`config.mk`:
```
export PLATFORM = sky130hd
export DESIGN_NAME = swz_bit6_unit
export DESIGN_NICKNAME = d
export VERILOG_FILES = /design/src/rtl/swz_pkg.sv /design/src/rtl/swz_mode_decode.sv /design/src/rtl/swz_mode_regs.sv /design/src/rtl/swz_bit6_xor.sv /design/src/rtl/swz_bit6_unit.sv
export SDC_FILE = /design/constraint.sdc
export NUM_CORES = 1
export LEC_CHECK = 0
export CORE_MARGIN = 2
export CORE_UTILIZATION = 23
export CTS_BUF_LIST = sky130_fd_sc_hd__clkbuf_16
export CTS_CLUSTER_SIZE = 14
export DETAILED_ROUTE_END_ITERATION = 16
export PLACE_DENSITY = 0.84
export SYNTH_ARGS = -nofsm -noshare
export SYNTH_HDL_FRONTEND = slang
export SYNTH_SLANG_ARGS = --single-unit
```
`constraint.sdc`:
```
create_clock -name clk -period 2.35 [get_ports clk]
set_clock_uncertainty 0.15 [all_clocks]
set_input_delay 0.3525 -clock clk [delete_from_list [all_inputs] [get_ports clk]]
set_output_delay 0.3525 -clock clk [all_outputs]
set_load 0.05 [all_outputs]
```
`src/rtl/swz_pkg.sv`:
```
package swz_pkg;

  typedef enum logic [2:0] {
    SWZ_NONE     = 3'd0,
    SWZ_9        = 3'd1,
    SWZ_9_10     = 3'd2,
    SWZ_9_11     = 3'd3,
    SWZ_9_10_11  = 3'd4,
    SWZ_9_17     = 3'd5,
    SWZ_9_10_17  = 3'd6
  } swz_mode_e;

  typedef enum logic [1:0] {
    TILE_LIN = 2'd0,
    TILE_X   = 2'd1,
    TILE_Y   = 2'd2,
    TILE_RSV = 2'd3
  } tile_e;

  typedef enum logic [1:0] {
    CHAN_SINGLE = 2'd0,
    CHAN_ASYM   = 2'd1,
    CHAN_INTLV  = 2'd2,
    CHAN_UNK    = 2'd3
  } chan_e;

  // configuration word field positions
  localparam int CFG_CHAN_LSB = 0;
  localparam int CFG_XOFF_BIT = 2;
  localparam int CFG_HI17_BIT = 3;

  // candidate source bits XORed into bit 6
  localparam int NUM_TAPS = 4;
  localparam int TAP_POS [NUM_TAPS] = '{9, 10, 11, 17};
  localparam int TARGET_BIT = 6;

  // tap mask, bit i selects TAP_POS[i]
  function automatic logic [NUM_TAPS-1:0] tap_mask(input swz_mode_e m);
    case (m)
      SWZ_9:       tap_mask = 4'b0001;
      SWZ_9_10:    tap_mask = 4'b0011;
      SWZ_9_11:    tap_mask = 4'b0101;
      SWZ_9_10_11: tap_mask = 4'b0111;
      SWZ_9_17:    tap_mask = 4'b1001;
      SWZ_9_10_17: tap_mask = 4'b1011;
      default:     tap_mask = 4'b0000;
    endcase
  endfunction

endpackage

```
`src/rtl/swz_mode_decode.sv`:
```
module swz_mode_decode
  import swz_pkg::*;
#(
  parameter int CFG_W  = 32,
  parameter int SIZE_W = 8
) (
  input  logic              by_size,
  input  logic [CFG_W-1:0]  word,
  input  logic [SIZE_W-1:0] size_a,
  input  logic [SIZE_W-1:0] size_b,
  output swz_mode_e         dec_x,
  output swz_mode_e         dec_y,
  output logic              dec_pin
);
  chan_e chan;
  logic  xor_off;
  logic  hi17;
  logic  unresolved;

  assign chan    = chan_e'(word[CFG_CHAN_LSB +: 2]);
  assign xor_off = word[CFG_XOFF_BIT];
  assign hi17    = word[CFG_HI17_BIT];

  always_comb begin
    unresolved = 1'b0;
    dec_x      = SWZ_NONE;
    dec_y      = SWZ_NONE;
    if (&word) begin
      unresolved = 1'b1;
    end else if (by_size) begin
      if (size_a == size_b) begin
        dec_x = SWZ_9_10;
        dec_y = SWZ_9;
      end
    end else begin
      case (chan)
        CHAN_SINGLE, CHAN_ASYM: begin
          dec_x = SWZ_NONE;
          dec_y = SWZ_NONE;
        end
        CHAN_INTLV: begin
          if (xor_off) begin
            dec_x = SWZ_9_10;
            dec_y = SWZ_9;
          end else if (hi17) begin
            dec_x = SWZ_9_10_17;
            dec_y = SWZ_9_17;
          end else begin
            dec_x = SWZ_9_10_11;
            dec_y = SWZ_9_11;
          end
        end
        default: unresolved = 1'b1;
      endcase
    end
    if (unresolved) begin
      dec_x = SWZ_NONE;
      dec_y = SWZ_NONE;
    end
    dec_pin = unresolved;
  end
endmodule

```
`src/rtl/swz_mode_regs.sv`:
```
module swz_mode_regs
  import swz_pkg::*;
(
  input  logic      clk,
  input  logic      rst_n,
  input  logic      load,
  input  swz_mode_e nxt_x,
  input  swz_mode_e nxt_y,
  input  logic      nxt_pin,
  output swz_mode_e cur_x,
  output swz_mode_e cur_y,
  output logic      cur_pin
);
  always_ff @(posedge clk or negedge rst_n) begin
    if (!rst_n) begin
      cur_x   <= SWZ_NONE;
      cur_y   <= SWZ_NONE;
      cur_pin <= 1'b0;
    end else if (load) begin
      cur_x   <= nxt_x;
      cur_y   <= nxt_y;
      cur_pin <= nxt_pin;
    end
  end
endmodule

```
`src/rtl/swz_bit6_xor.sv`:
```
module swz_bit6_xor
  import swz_pkg::*;
#(
  parameter int ADDR_W = 32
) (
  input  logic [ADDR_W-1:0] addr_i,
  input  tile_e             tile,
  input  swz_mode_e         mode_x,
  input  swz_mode_e         mode_y,
  output logic [ADDR_W-1:0] addr_o
);
  swz_mode_e           sel_mode;
  logic [NUM_TAPS-1:0] mask;
  logic [NUM_TAPS-1:0] tap_bits;
  logic                flip;

  always_comb begin
    case (tile)
      TILE_X:  sel_mode = mode_x;
      TILE_Y:  sel_mode = mode_y;
      default: sel_mode = SWZ_NONE;
    endcase
  end

  assign mask = tap_mask(sel_mode);

  for (genvar i = 0; i < NUM_TAPS; i++) begin : g_tap
    assign tap_bits[i] = addr_i[TAP_POS[i]] & mask[i];
  end

  assign flip = ^tap_bits;

  always_comb begin
    addr_o             = addr_i;
    addr_o[TARGET_BIT] = addr_i[TARGET_BIT] ^ flip;
  end
endmodule

```
`src/rtl/swz_bit6_unit.sv`:
```
module swz_bit6_unit
  import swz_pkg::*;
#(
  parameter int ADDR_W = 32,
  parameter int CFG_W  = 32,
  parameter int SIZE_W = 8
) (
  input  logic              clk,
  input  logic              rst_n,
  input  logic              in_valid,
  output logic              in_ready,
  input  logic [ADDR_W-1:0] in_addr,
  input  logic [1:0]        in_tile,
  output logic              out_valid,
  input  logic              out_ready,
  output logic [ADDR_W-1:0] out_addr,
  input  logic              cfg_load,
  input  logic              cfg_by_size,
  input  logic [CFG_W-1:0]  cfg_word,
  input  logic [SIZE_W-1:0] cfg_size_a,
  input  logic [SIZE_W-1:0] cfg_size_b,
  output logic [2:0]        mode_x,
  output logic [2:0]        mode_y,
  output logic              pin_pages
);
  swz_mode_e dec_x, dec_y, cur_x, cur_y;
  logic      dec_pin;

  swz_mode_decode #(.CFG_W(CFG_W), .SIZE_W(SIZE_W)) u_dec (
    .by_size (cfg_by_size),
    .word    (cfg_word),
    .size_a  (cfg_size_a),
    .size_b  (cfg_size_b),
    .dec_x   (dec_x),
    .dec_y   (dec_y),
    .dec_pin (dec_pin)
  );

  swz_mode_regs u_regs (
    .clk     (clk),
    .rst_n   (rst_n),
    .load    (cfg_load),
    .nxt_x   (dec_x),
    .nxt_y   (dec_y),
    .nxt_pin (dec_pin),
    .cur_x   (cur_x),
    .cur_y   (cur_y),
    .cur_pin (pin_pages)
  );

  swz_bit6_xor #(.ADDR_W(ADDR_W)) u_xor (
    .addr_i (in_addr),
    .tile   (tile_e'(in_tile)),
    .mode_x (cur_x),
    .mode_y (cur_y),
    .addr_o (out_addr)
  );

  assign mode_x    = cur_x;
  assign mode_y    = cur_y;
  assign out_valid = in_valid;
  assign in_ready  = out_ready;
endmodule

```
==> out/results.tsv <==
stage	metric	value	unit
final_layout	ant diodes	0	
clock_tree	clk slew on worst S/H paths	0.03	ns
setup_path	critical path's top delay family	compound AO/OA/AOI/OAI gates	
synth	count of different cell masters after synthesis	28	
outcome	failing checks	negative setup slack	
synth	area leader, netlist	buf_4	
routing	vias per inst	4.44	
global_route	global-route wire length before repair	3.87	mm
flow_run	max_cap viols	0	
global_route	largest net degree at the start of global routing	9	
synth	area of the mapped netlist	863	µm²
setup_path	critical path endpoint category	output port	
setup_path	Worst Path Buf+Inv	3	
sta	Final WS setup	-0.0627	ns
placed_design	HPWL Detailed	2.16	mm
clock_tree	clk sinks	6	
sta	Slew Viols, Final	0	
synth	synth warn	0	
routing	via count	902	
floorplan	# IOs	129	
sta	Final Hold Violating Endpoints	0	
placed_design	Placed Cells incl. Taps	196	
floorplan	die area	4260	µm²
final_layout	layout cells sized above 1	22.6	%
final_layout	footprint of the multi-input gates	463	µm²
synth	ys async rst share	100	%
outcome	outcome	finished, violations left	
setup_path	CP max FO	2	
clock_tree	clock latency on the worst-skew pair	0.23	ns
sta	Worst Max-Slew Pin Slew	0.519	ns
floorplan	chip width	65.3	µm
sta	fmax	414	MHz
synth	cell count after synthesis	108	
final_layout	Finished Layout Cells	203	
synth	Synthesized Nets	198	
setup_path	kind of critical path	in2out	
synth	share of the synthesized area in the top cell type	29.6	%
sta	Hold WS	0.213	ns
setup_path	CP max stage cell	xnor3_2	
global_route	initial antenna violation count	0	
sta	slew margin rel.	65.3	%
synth	Area contributors post-synth	buf_4 30%, dfrtp_1 17%, xnor2_1 8.1%	
synth	Avg Inst Size Synth	7.99	µm²
floorplan	Initial Util	23.8	%
synth	Synth Flop Type	dfrtp_1	
global_route	gr usage total	12.0	%
floorplan	core area	3630	µm²
power	leakage	0.587	nW
setup_path	crit path cell chain	buf_8, inv_4, ha_4, a22oi_2, nor2_2, mux2_4, a22oi_2, xnor3_2, buf_8	
clock_tree	CTS tree	built	
synth	Post-synth EDFFs	0	
final_layout	FILL cells	376	
clock_tree	CTS Buf Count	3	
final_layout	Area growth syn-to-layout	79.3	%
clock_tree	H-tree depth	1	
sta	Tcrit/Tclk final	103	%
final_layout	number of nets in the layout	246	
worst_hold_path	hold crit path type	in2async	
floorplan	Die Ht	65.3	µm
sta	min Tclk post-route	2.41	ns
placed_design	GP Congestion	0.734	
global_route	vias in the first global route	883	
synth	sequential fraction of the synthesis area	17.4	%
setup_path	critical path's largest stage delay	0.36	ns
synth	commonest cells in the netlist	34 x buf_4, 8 x inv_1, 8 x nand4_1, 8 x xnor2_1, 6 x dfrtp_1	
power	worst IR drop on VDD	0.171	mV
sta	setup violators final	1	
sta	RSZ-0062 raised after global routing	yes	
placed_design	IO Port Bufs	69	
setup_path	Arr. time, crit path	1.91	ns
synth	cell with the most instances after synthesis	buf_4	
routing	DRC violations left	0	
routing	Routed WL	2.53	mm
power	P per Cell Area	397	nW/µm²
routing	drt pass-1 iters	4	
routing	DRT iter0 DRCs	27	
routing	Final ANT Viol Nets	0	
final_layout	Reg area	153	µm²
setup_path	CP startpoint kind	input port	
clock_tree	clock root buffer	clkbuf_16	
synth	flops & latches, synth	6	
global_route	GRT Residual Overflow	0	
setup_path	WP data required	1.85	ns
floorplan	# rows	22	
routing	drt wl/cell	12.4	µm
clock_tree	Clock Tree Buf Depth	2	
[worst reg2reg max path, stage by stage (launching register included)]
cell     delay (ns)
dfrtp_1        0.38
buf_4          0.15
inv_1          0.05
o22ai_1        0.08
[area by class of cell]
cell class / instances / area share, %
clock buffers: 3 / 4.85
clock inverters: 1 / 0.243
inverters: 8 / 2.10
multi-input cells: 59 / 29.9
flip-flops and latches: 6 / 9.86
well taps: 48 / 3.88
repair buffers: 78 / 49.2
[sequential cells by signal, summed over array words and instances, names as in the netlist]
name,flops
u_regs.cur_pin,1
u_regs.cur_x,2
u_regs.cur_y,3
[through the flow]
| step | cell area (µm²) | power, mW | setup TNS [ns] | utilization (%) | worst slack, ns |
|---|---|---|---|---|---|
| floorplan | 867 | 0.331 | 0 | - | 0.00376 |
| detailed placement | 1390 | 0.327 | -0.563 | 38.3 | -0.563 |
| global placement | 1390 | 0.324 | -0.544 | 38.3 | -0.544 |
| finish | 1550 | 0.614 | -0.0627 | 42.6 | -0.0627 |
| global route | 1550 | 0.641 | -0.143 | 42.6 | -0.143 |
| CTS | 1530 | 0.619 | -0.0267 | 42.2 | -0.0267 |
[final timing paths]
| check | slack [ns] | depth (start not counted) | to | start |
|---|---|---|---|---|
| max in group asynchronous | 1.61 | 1 | u_regs.cur_x[2]$_DFFE_PN0P_ | rst_n |
| min in group clk | 0.36 | 1 | u_regs.cur_pin$_DFFE_PN0P_ | u_regs.cur_pin$_DFFE_PN0P_ |
| min | 0.21 | 1 | u_regs.cur_y[1]$_DFFE_PN0P_ | rst_n |
| max reg2reg | 1.41 | 3 | u_regs.cur_x[1]$_DFFE_PN0P_ | u_regs.cur_x[1]$_DFFE_PN0P_ |
| min reg2reg | 0.36 | 1 | u_regs.cur_pin$_DFFE_PN0P_ | u_regs.cur_pin$_DFFE_PN0P_ |
| max | -0.06 | 9 | out_addr[6] | in_tile[0] |
[logic make-up after synthesis]
logic type	Yosys count	synth area share, %
multiplexers	2	3.04
other	1	0.434
flip-flops	6	17.4
XOR/XNOR	9	10.7
AO/OA/AOI/OAI	16	12.9
AND/OR/NAND/NOR	29	19.1
buffers and inverters	43	33.5
adder cells (fa/ha/maj)	2	2.90
[placed cells by master, fill, tap and decap left out, types with 4 or more instances in the layout]
cell             count
buf_4               12
clkdlybuf4s50_1     60
dfrtp_1              4
inv_1                7
nand4_1              8
o22ai_1              4
xnor2_1              8
[report_power, final]
part	switching [mW]	internal (mW)	leakage [nW]
combinational	0.0887	0.135	0.466
clock	0.0572	0.220	0.0423
sequential	0.00430	0.108	0.0788
[layer usage]
metal / vias up / global-route usage (%) / share of wire, %
met5: - / 0 / 0
met4: 0 / 7.29 / 2.1
met3: 6 / 2.91 / 12
met2: 71 / 22.4 / 52
met1: 390 / 11.9 / 34
li1: 435 / - / -
[timing repair]
item | CTS | global route
setup endpoints to repair | 1 | 1
pin swaps | 6 | 5
resized for setup | 27 | 1
setup buffers | 1 | 2
hold buffers | 0 | 0
Note: power is estimated with default switching activity, not from simulation.
